$ cat src/rtl/acc_uop_pkg.sv
package acc_uop_pkg;

  // Decoded micro-operation controls, one bit per operation.
  typedef struct packed {
    logic clr_acc;
    logic clr_link;
    logic cpl_acc;
    logic cpl_link;
    logic rot_r;
    logic rot_l;
    logic swap;
    logic inc;
  } uop_ctrl_t;

  // Bit positions inside the operate field.
  localparam int BIT_CLR_ACC  = 7;
  localparam int BIT_CLR_LINK = 6;
  localparam int BIT_CPL_ACC  = 5;
  localparam int BIT_CPL_LINK = 4;
  localparam int BIT_ROT_R    = 3;
  localparam int BIT_ROT_L    = 2;
  localparam int BIT_SWAP     = 1;
  localparam int BIT_INC      = 0;

endpackage

$ cat src/rtl/acc_uop_decode.sv
module acc_uop_decode
  import acc_uop_pkg::*;
#(
  parameter int OP_W = 9
) (
  input  logic [OP_W-1:0] op,
  output uop_ctrl_t       ctrl,
  output logic            group_hit,
  output logic            acc_rd,
  output logic            link_rd,
  output logic            acc_wr,
  output logic            link_wr
);

  localparam int GROUP_BIT = OP_W - 1;

  always_comb begin
    ctrl.clr_acc  = op[BIT_CLR_ACC];
    ctrl.clr_link = op[BIT_CLR_LINK];
    ctrl.cpl_acc  = op[BIT_CPL_ACC];
    ctrl.cpl_link = op[BIT_CPL_LINK];
    ctrl.rot_r    = op[BIT_ROT_R];
    ctrl.rot_l    = op[BIT_ROT_L];
    ctrl.swap     = op[BIT_SWAP];
    ctrl.inc      = op[BIT_INC];
  end

  // This group is selected by a zero in the top bit of the field.
  assign group_hit = ~op[GROUP_BIT];

  // Register usage flags for the hazard logic.
  assign acc_rd  = ctrl.cpl_acc | ctrl.rot_r | ctrl.rot_l | ctrl.swap | ctrl.inc;
  assign link_rd = ctrl.cpl_link | ctrl.rot_r | ctrl.rot_l | ctrl.inc;
  assign acc_wr  = ctrl.clr_acc | acc_rd;
  assign link_wr = ctrl.clr_link | link_rd;

endmodule

$ cat src/rtl/acc_uop_arith.sv
module acc_uop_arith
  import acc_uop_pkg::*;
#(
  parameter int ACC_W = 12
) (
  input  uop_ctrl_t        ctrl,
  input  logic [ACC_W-1:0] acc,
  input  logic             link,
  output logic [ACC_W:0]   ring
);

  localparam int RING_W = ACC_W + 1;

  logic [ACC_W-1:0] acc_c;
  logic             link_c;

  // Stage 1: clears. Stage 2: complements. Stage 3: increment of {link,acc}.
  always_comb begin
    acc_c  = ctrl.clr_acc  ? '0   : acc;
    link_c = ctrl.clr_link ? 1'b0 : link;
    if (ctrl.cpl_acc)  acc_c  = ~acc_c;
    if (ctrl.cpl_link) link_c = ~link_c;
    ring = {link_c, acc_c};
    if (ctrl.inc) ring = ring + RING_W'(1);
  end

endmodule

$ cat src/rtl/acc_uop_shift.sv
module acc_uop_shift
  import acc_uop_pkg::*;
#(
  parameter int ACC_W   = 12,
  parameter int MAX_ROT = 2
) (
  input  uop_ctrl_t      ctrl,
  input  logic [ACC_W:0] ring_in,
  output logic [ACC_W:0] ring_out,
  output logic           conflict
);

  localparam int RING_W = ACC_W + 1;
  localparam int HALF   = ACC_W / 2;

  // Candidate rotations by 1..MAX_ROT places in each direction.
  logic [RING_W-1:0] rot_right [1:MAX_ROT];
  logic [RING_W-1:0] rot_left  [1:MAX_ROT];

  for (genvar k = 1; k <= MAX_ROT; k++) begin : g_rot
    assign rot_right[k] = {ring_in[k-1:0], ring_in[RING_W-1:k]};
    assign rot_left[k]  = {ring_in[RING_W-1-k:0], ring_in[RING_W-1:RING_W-k]};
  end

  logic [RING_W-1:0] swapped;
  assign swapped = {ring_in[ACC_W], ring_in[HALF-1:0], ring_in[ACC_W-1:HALF]};

  assign conflict = ctrl.rot_r & ctrl.rot_l;

  // Stage 4: a single rotate, a double rotate (rotate plus swap), or a swap.
  always_comb begin
    ring_out = ring_in;
    if (!conflict) begin
      if (ctrl.rot_r)      ring_out = ctrl.swap ? rot_right[2] : rot_right[1];
      else if (ctrl.rot_l) ring_out = ctrl.swap ? rot_left[2]  : rot_left[1];
      else if (ctrl.swap)  ring_out = swapped;
    end
  end

endmodule

$ cat src/rtl/acc_microop_unit.sv
module acc_microop_unit
  import acc_uop_pkg::*;
#(
  parameter int ACC_W = 12,
  parameter int OP_W  = 9
) (
  input  logic             clk,
  input  logic             rst,
  input  logic             in_valid,
  input  logic [OP_W-1:0]  op_field,
  input  logic [ACC_W-1:0] acc_in,
  input  logic             link_in,
  output logic             out_valid,
  output logic [ACC_W-1:0] acc_out,
  output logic             link_out,
  output logic             acc_rd,
  output logic             link_rd,
  output logic             acc_wr,
  output logic             link_wr,
  output logic             rot_conflict
);

  uop_ctrl_t      ctrl;
  logic           group_hit;
  logic           d_acc_rd, d_link_rd, d_acc_wr, d_link_wr;
  logic [ACC_W:0] ring_mid, ring_fin;
  logic           d_conflict;
  logic           accept;

  acc_uop_decode #(.OP_W(OP_W)) u_decode (
    .op        (op_field),
    .ctrl      (ctrl),
    .group_hit (group_hit),
    .acc_rd    (d_acc_rd),
    .link_rd   (d_link_rd),
    .acc_wr    (d_acc_wr),
    .link_wr   (d_link_wr)
  );

  acc_uop_arith #(.ACC_W(ACC_W)) u_arith (
    .ctrl (ctrl),
    .acc  (acc_in),
    .link (link_in),
    .ring (ring_mid)
  );

  acc_uop_shift #(.ACC_W(ACC_W), .MAX_ROT(2)) u_shift (
    .ctrl     (ctrl),
    .ring_in  (ring_mid),
    .ring_out (ring_fin),
    .conflict (d_conflict)
  );

  assign accept = in_valid & group_hit;

  // Registered output stage; holds its contents when nothing is accepted.
  always_ff @(posedge clk) begin
    if (rst) begin
      out_valid    <= 1'b0;
      acc_out      <= '0;
      link_out     <= 1'b0;
      acc_rd       <= 1'b0;
      link_rd      <= 1'b0;
      acc_wr       <= 1'b0;
      link_wr      <= 1'b0;
      rot_conflict <= 1'b0;
    end else begin
      out_valid <= accept;
      if (accept) begin
        acc_out      <= ring_fin[ACC_W-1:0];
        link_out     <= ring_fin[ACC_W];
        acc_rd       <= d_acc_rd;
        link_rd      <= d_link_rd;
        acc_wr       <= d_acc_wr;
        link_wr      <= d_link_wr;
        rot_conflict <= d_conflict;
      end
    end
  end

  AST_RESULT_NEXT: assert property (@(posedge clk) disable iff (rst)
    (in_valid && !op_field[OP_W-1]) |=> out_valid);

  AST_FOREIGN_GROUP: assert property (@(posedge clk) disable iff (rst)
    (in_valid && op_field[OP_W-1]) |=> (!out_valid && $stable(acc_out) && $stable(link_out)));

  AST_CLEAR_ONLY: assert property (@(posedge clk) disable iff (rst)
    (in_valid && op_field == OP_W'(9'o200)) |=> (acc_out == '0));

  AST_ACC_UNTOUCHED: assert property (@(posedge clk) disable iff (rst)
    (in_valid && !op_field[OP_W-1] && op_field[7:0] == 8'o020) |=> (acc_out == $past(acc_in) && !acc_wr));

  AST_LINK_UNTOUCHED: assert property (@(posedge clk) disable iff (rst)
    (out_valid && !link_wr) |-> (link_out == $past(link_in)));

  AST_READ_WRITES: assert property (@(posedge clk) disable iff (rst)
    out_valid |-> ((!acc_rd || acc_wr) && (!link_rd || link_wr)));

endmodule

$ cat config.mk
export PLATFORM = sky130hd
export DESIGN_NAME = acc_microop_unit
export DESIGN_NICKNAME = d
export VERILOG_FILES = /design/src/rtl/acc_uop_pkg.sv /design/src/rtl/acc_uop_decode.sv /design/src/rtl/acc_uop_arith.sv /design/src/rtl/acc_uop_shift.sv /design/src/rtl/acc_microop_unit.sv
export SDC_FILE = /design/constraint.sdc
export NUM_CORES = 1
export LEC_CHECK = 0
export ABC_CLOCK_PERIOD_IN_PS = 4400
export CORE_ASPECT_RATIO = 0.7
export CORE_MARGIN = 2
export CORE_UTILIZATION = 50
export CTS_BUF_LIST = sky130_fd_sc_hd__clkbuf_8 sky130_fd_sc_hd__clkbuf_16
export DETAILED_ROUTE_END_ITERATION = 10
export DONT_BUFFER_PORTS = 1
export GPL_ROUTABILITY_DRIVEN = 0
export MAX_ROUTING_LAYER = met4
export SLEW_MARGIN = 10
export SYNTH_ARGS = -nofsm -noshare
export SYNTH_HDL_FRONTEND = slang
export SYNTH_SLANG_ARGS = --single-unit
$ cat constraint.sdc
create_clock -name clk -period 4.4 [get_ports clk]
set_clock_uncertainty 0.15 [all_clocks]
set_input_delay 0.88 -clock clk [delete_from_list [all_inputs] [get_ports clk]]
set_output_delay 0.88 -clock clk [all_outputs]
set_load 0.1 [all_outputs]
Yosys cells after proc, flatten, opt, wreduce, memory -nomap -nowiden
Index checks and enable logic that the tools add are counted.
{ "word_totals": {"reg_bits": 19, "word_cells": 34} }
{ "op_classes": {"addsub": 1, "n_mux": 11, "bitwise_logic": 14} }
{ "ops": {"columns": ["op", "count"], "rows": [
  ["$mux W13", 6],
  ["$mux W12", 3],
  ["$add A13 B1 Y13 const B", 1],
  ["$not A12 Y12", 1],
  ["$or A1 B1 Y1", 9],
  ["$and A1 B1 Y1", 2],
  ["$mux W1", 2],
  ["$not A1 Y1", 2]
]} }

Logic depth before layout (Yosys ltp)
{ "depth": {"ltp_word": 9, "mapped_depth": 11, "mapped_depth_nobuf": 10} }

Hierarchy
From an unflattened synthesis, not the netlist that was laid out.
{ "hier_totals": {"cells_unflattened": 297, "area_unflattened_um2": 2195.9} }
{ "modules_own_cells": {"columns": ["module", "instances", "cells_each", "area_each_um2", "seq_area_each_um2"], "rows": [
  ["acc_microop_unit", 1, 85, 873.3, 380.4],
  ["acc_uop_arith", 1, 94, 634.4, 0.0],
  ["acc_uop_shift", 1, 103, 580.6, 0.0],
  ["acc_uop_decode", 1, 15, 107.6, 0.0]
]} }

Least setup slack after synthesis
No wires, ideal clock.
{ "synth_path": {"path_kind": "in2reg", "from": "in op_field[5]", "to": "reg acc_out[2]", "arrival_ns": 3.006, "required_time_ns": 4.159, "setup_slack_ns": 1.153, "cell_stages": 11, "n_path_buf": 2, "path_cell_list": "buf_6 -> buf_2 -> xnor2_1 -> inv_1 -> ha_1 -> nand2_1 -> nor4_4 -> xnor2_1 -> a21oi_1 -> a221o_1 -> a311oi_1"} }
{ "synth_between": {"elab_chain_cells": 7, "elab_cells_between_ends": 9} }
{ "synth_lines": {"columns": ["element", "line", "rtl"], "rows": [
  ["start, declared", "acc_microop_unit.sv:10", "input logic [OP_W-1:0] op_field,"],
  ["$mux W12 *", "acc_uop_arith.sv:21", "if (ctrl.cpl_acc) acc_c = ~acc_c;"],
  ["$add A13 B1 Y13", "acc_uop_arith.sv:24", "if (ctrl.inc) ring = ring + RING_W'(1);"],
  ["$mux W13 *", "acc_uop_arith.sv:24", null],
  ["$mux W12 or $mux W13 (tied branches)", "acc_uop_shift.sv:36, acc_uop_shift.sv:35", null],
  ["$mux W13", "acc_uop_shift.sv:35", "else if (ctrl.rot_l) ring_out = ctrl.swap ? rot_left[2] : rot_left[1];"],
  ["$mux W13", "acc_uop_shift.sv:34", "if (ctrl.rot_r) ring_out = ctrl.swap ? rot_right[2] : rot_right[1];"],
  ["$mux W13 *", "acc_uop_shift.sv:33", "if (!conflict) begin"],
  ["end signal, assigned", "acc_microop_unit.sv:70", "acc_out <= ring_fin[ACC_W-1:0];"],
  ["end, declared", "acc_microop_unit.sv:14", "output logic [ACC_W-1:0] acc_out,"]
]} }
Mark *: on every way between the ends. The rest lies on a longest branch, timed or not.
A chain may end at the register's enable or synchronous reset.

Worst setup path in the final report
Ends and elaborated chain as after synthesis.

==> flow_summary.toml <==
[floorplanning]
coreArea_sq_um = 4020
pin_count = 44
die_x_microns = 82.1
std_cell_rows = 19
dieArea_sq_um = 4820
initial_utilization_pct = 53.2
die_height_microns = 58.7

[logic_synthesis]
ys_warn_count = 0
synthesis.instances = 289
synth_cell_type_count = 68
synth-main-ff-cell = "dfxtp_1"
synth_top_family_by_area = "compound AO/OA/AOI/OAI gates"
synth_xor_area_share_pct = 9.07
synthMuxAreaShare_pct = 1.41
avgSynthCellArea_sq_um = 7.39
synth-seq-cells = 19
ys_seq_area_share_pct = 17.8
synth-edff-count = 0
synthSimpleGateAreaFrac_pct = 31.3
synth-compound-area-share_pct = 34.4
syn-cell-area_sq_um = 2140
syn_nets = 315
async_flop_share_pct = 0
synth_fa_ha_area_share_pct = 0.585

[cts]
ctsHtreeMaxLevel = 1
path_clk_slew_ps = 80
numCtsBuffers = 3
post_cts_resized = 0
cts_buffer_depth = 2
cts_tree = "built"
root_buffer = "clkbuf_8"
clock-sinks = 19
cts_hold_buf = 0
clk_latency_ps = 270
cts_setup_buffers = 0

[grt]
grt_max_degree = 31
grt_pass1_wl_microns = 9700
grt_pass1_vias = 1888
grt.overflow.total = 0
grt_util_all_layers_pct = 27.5
antenna_found_initial = 0

[placed_design]
dp_hpwl_microns = 4610
port_buffers = 0

[setup_path]
crit_start = "op_field[5]"
path_class = "in2reg"
cp.buffers_inverters = 1
r2r_cells = 4
cp_common_cell = "xnor2_1"
worstReg2RegStart = "acc_out[4]"
end_kind = "register"
r2r-end = "acc_out[4]"
cpLargestDelayFamily = "compound AO/OA/AOI/OAI gates"
critical-path-slowest-cell = "nor4_4"
crit_fanout = 22
cp.arrival_ps = 3090
required_ps = 4440
crit_path_end = "acc_out[2]"
cp.depth = 9
crit_chain = "inv_1 -> xnor2_1 -> ha_1 -> nand2_1 -> nor4_4 -> xnor2_1 -> a21oi_1 -> a221o_1 -> a311oi_1"
rrSetupSlack_ps = 2310
setup.worst_path.start_class = "primary input"
max_stage_delay_ps = 460

[sta]
hold_viol_final = 0
fin_tns_setup_ps = 0
grt_setup_unrepaired = "false"
fmax_mhz = 328
report.final.setup_viol = 0
period_share_pct = 69.4
period_needed_ps = 3050
slew_headroom_pct = 32.6
drv_slew = 0
worstMarginPinSlew_ps = 1010

[finish]
areaGrowthSynthToFinish_pct = 1.64
nFillCells = 415
drive_gt1_share_pct = 7.61
fin_nets = 303
regArea_sq_um = 380
diodes = 0
multi_input_area_sq_um = 1640

[detailed_routing]
wl_met2_microns = 2450
drc = 0
first_pass_iters = 5
drt_iter0_drc = 337
vias = 2217
route.met3.wl_microns = 710
antenna_left = 0
top_layer_used = "met4"
routed_wl_microns = 6220
routedWlPerCell_microns = 19.0
vias_per_cell = 6.76
drt-met1-wl_microns = 2980

[power_and_ir_drop]
total_leakage_power_nw = 0.715
powerDensity_nw_per_um2 = 273
vdd_drop_max_mv = 0.199
finalPower_uw = 593

[job]
maxCapViolCount = 0

[worst_hold_path]
hold_class = "in2reg"

[outcome]
status = "finished, final reports clean"
==> synth_stat cells (2+ instances only) <==
| library cell | number | share of area [%] |
|---|---|---|
| a211oi_1 | 7 | 2.5 |
| a21o_1 | 4 | 1.4 |
| a21oi_1 | 16 | 3.7 |
| a221o_1 | 3 | 1.4 |
| a311oi_1 | 6 | 2.5 |
| a31oi_1 | 2 | 0.59 |
| a32o_1 | 2 | 0.94 |
| and2_1 | 3 | 0.88 |
| and3_1 | 3 | 0.88 |
| buf_6 | 2 | 1.1 |
| clkbuf_1 | 14 | 2.5 |
| dfxtp_1 | 19 | 18 |
| inv_1 | 9 | 1.6 |
| mux2i_1 | 3 | 1.4 |
| nand2_1 | 28 | 4.9 |
| nand2b_1 | 2 | 0.59 |
| nand3_1 | 5 | 1.2 |
| nand4_1 | 3 | 0.88 |
| nor2_1 | 33 | 5.8 |
| nor2b_1 | 12 | 3.5 |
| nor3_1 | 15 | 3.5 |
| nor4_1 | 4 | 1.2 |
| o211ai_1 | 7 | 2.5 |
| o21ai_0 | 12 | 2.8 |
| o21bai_1 | 3 | 1.1 |
| o221ai_1 | 2 | 0.82 |
| o311ai_0 | 4 | 1.6 |
| o31a_1 | 2 | 0.82 |
| o31ai_1 | 2 | 0.70 |
| o41ai_1 | 2 | 0.82 |
| or2_2 | 2 | 0.59 |
| or3_1 | 4 | 1.2 |
| xnor2_1 | 19 | 7.8 |
==> cell usage in the layout, fill, tap and decap left out, types with 2 or more instances in the layout <==
cell type,synthesis,final
nand4_1,3,3
o31ai_1,2,2
a211oi_1,7,7
nor2_1,33,33
dfxtp_1,19,19
o21bai_1,3,3
or3_1,4,4
nor4_1,4,4
or2_2,2,2
nand3_1,5,5
nor2b_1,12,12
nand2_1,28,28
o211ai_1,7,7
inv_1,9,9
a221o_1,3,3
a21o_1,4,4
xnor2_1,19,19
nand2b_1,2,2
and3_1,3,3
a311oi_1,6,6
clkbuf_8,0,3
o221ai_1,2,2
o311ai_0,4,4
o41ai_1,2,2
a21oi_1,16,16
a31oi_1,2,2
mux2i_1,3,3
and2_1,3,3
o21ai_0,12,12
nor3_1,15,15
a32o_1,2,2
o31a_1,2,2
==> registers in the layout, indices dropped and copies added (netlist names) <==
name and count:
acc_out 12, link_wr 1, link_rd 1, acc_wr 1
rot_conflict 1, acc_rd 1, out_valid 1, link_out 1
==> cell families (layout without fill, tap and decap cells) <==
logic type                 after synthesis  count (layout)
xor gates and xnor gates                20              20
and+or+nand+nor                        126             126
DFF                                     19              19
buffers and inverters                   27              14
AOI/OAI and AO/OA                       93              93
adders and majority gates                1               1
muxes                                    3               3
==> stage by stage <==
| step | worst slack (ps) | instances | area, sq um | hold WS (ps) | utilization (%) |
|---|---|---|---|---|---|
| 2_1_floorplan | 1150 | 289 | 2140 | 733 | - |
| 3_3_place_gp | 1150 | 324 | 2130 | 752 | 52.9 |
| 4_1_cts | 1360 | 328 | 2170 | 517 | 54.1 |
| 6_report | 1350 | 328 | 2170 | 516 | 54.1 |
| 3_5_place_dp | 1090 | 324 | 2130 | 751 | 52.9 |
| 5_1_grt | 1120 | 328 | 2170 | 509 | 54.1 |
==> layout make-up <==
cell class / count / area share, %
clock inverters: 1 / 0.230
inverters: 9 / 1.56
flip-flops and latches: 19 / 17.5
well taps: 52 / 3.00
multi-input cells: 243 / 75.5
repair buffers: 1 / 0.346
clock buffers: 3 / 1.90
==> per-layer routing <==
layer,GRT usage (%),vias to the layer above
met1,41.8,1007
met2,36.7,128
met4,5.95,0
li1,-,1066
met5,-,-
met3,5.67,16
==> worst min-delay path by stage <==
stage                            start  slack, ps            to  depth (start not counted)
after floorplan             acc_out[6]        730    acc_out[6]                          2
after global placement    rot_conflict        750  rot_conflict                          2
after detailed placement  rot_conflict        750  rot_conflict                          2
after CTS                          rst        520  rot_conflict                          1
after global routing               rst        510  rot_conflict                          1
final                              rst        520  rot_conflict                          1
==> power by group <==
group	leakage (nW)	total, mW	internal (mW)	switching, mW
clock	0.0255	0.130	0.0634	0.0669
combinational	0.533	0.182	0.0744	0.108
sequential	0.156	0.281	0.184	0.0967
total	0.715	0.593	0.322	0.271
No activity file was read; power rests on OpenSTA's default activity.
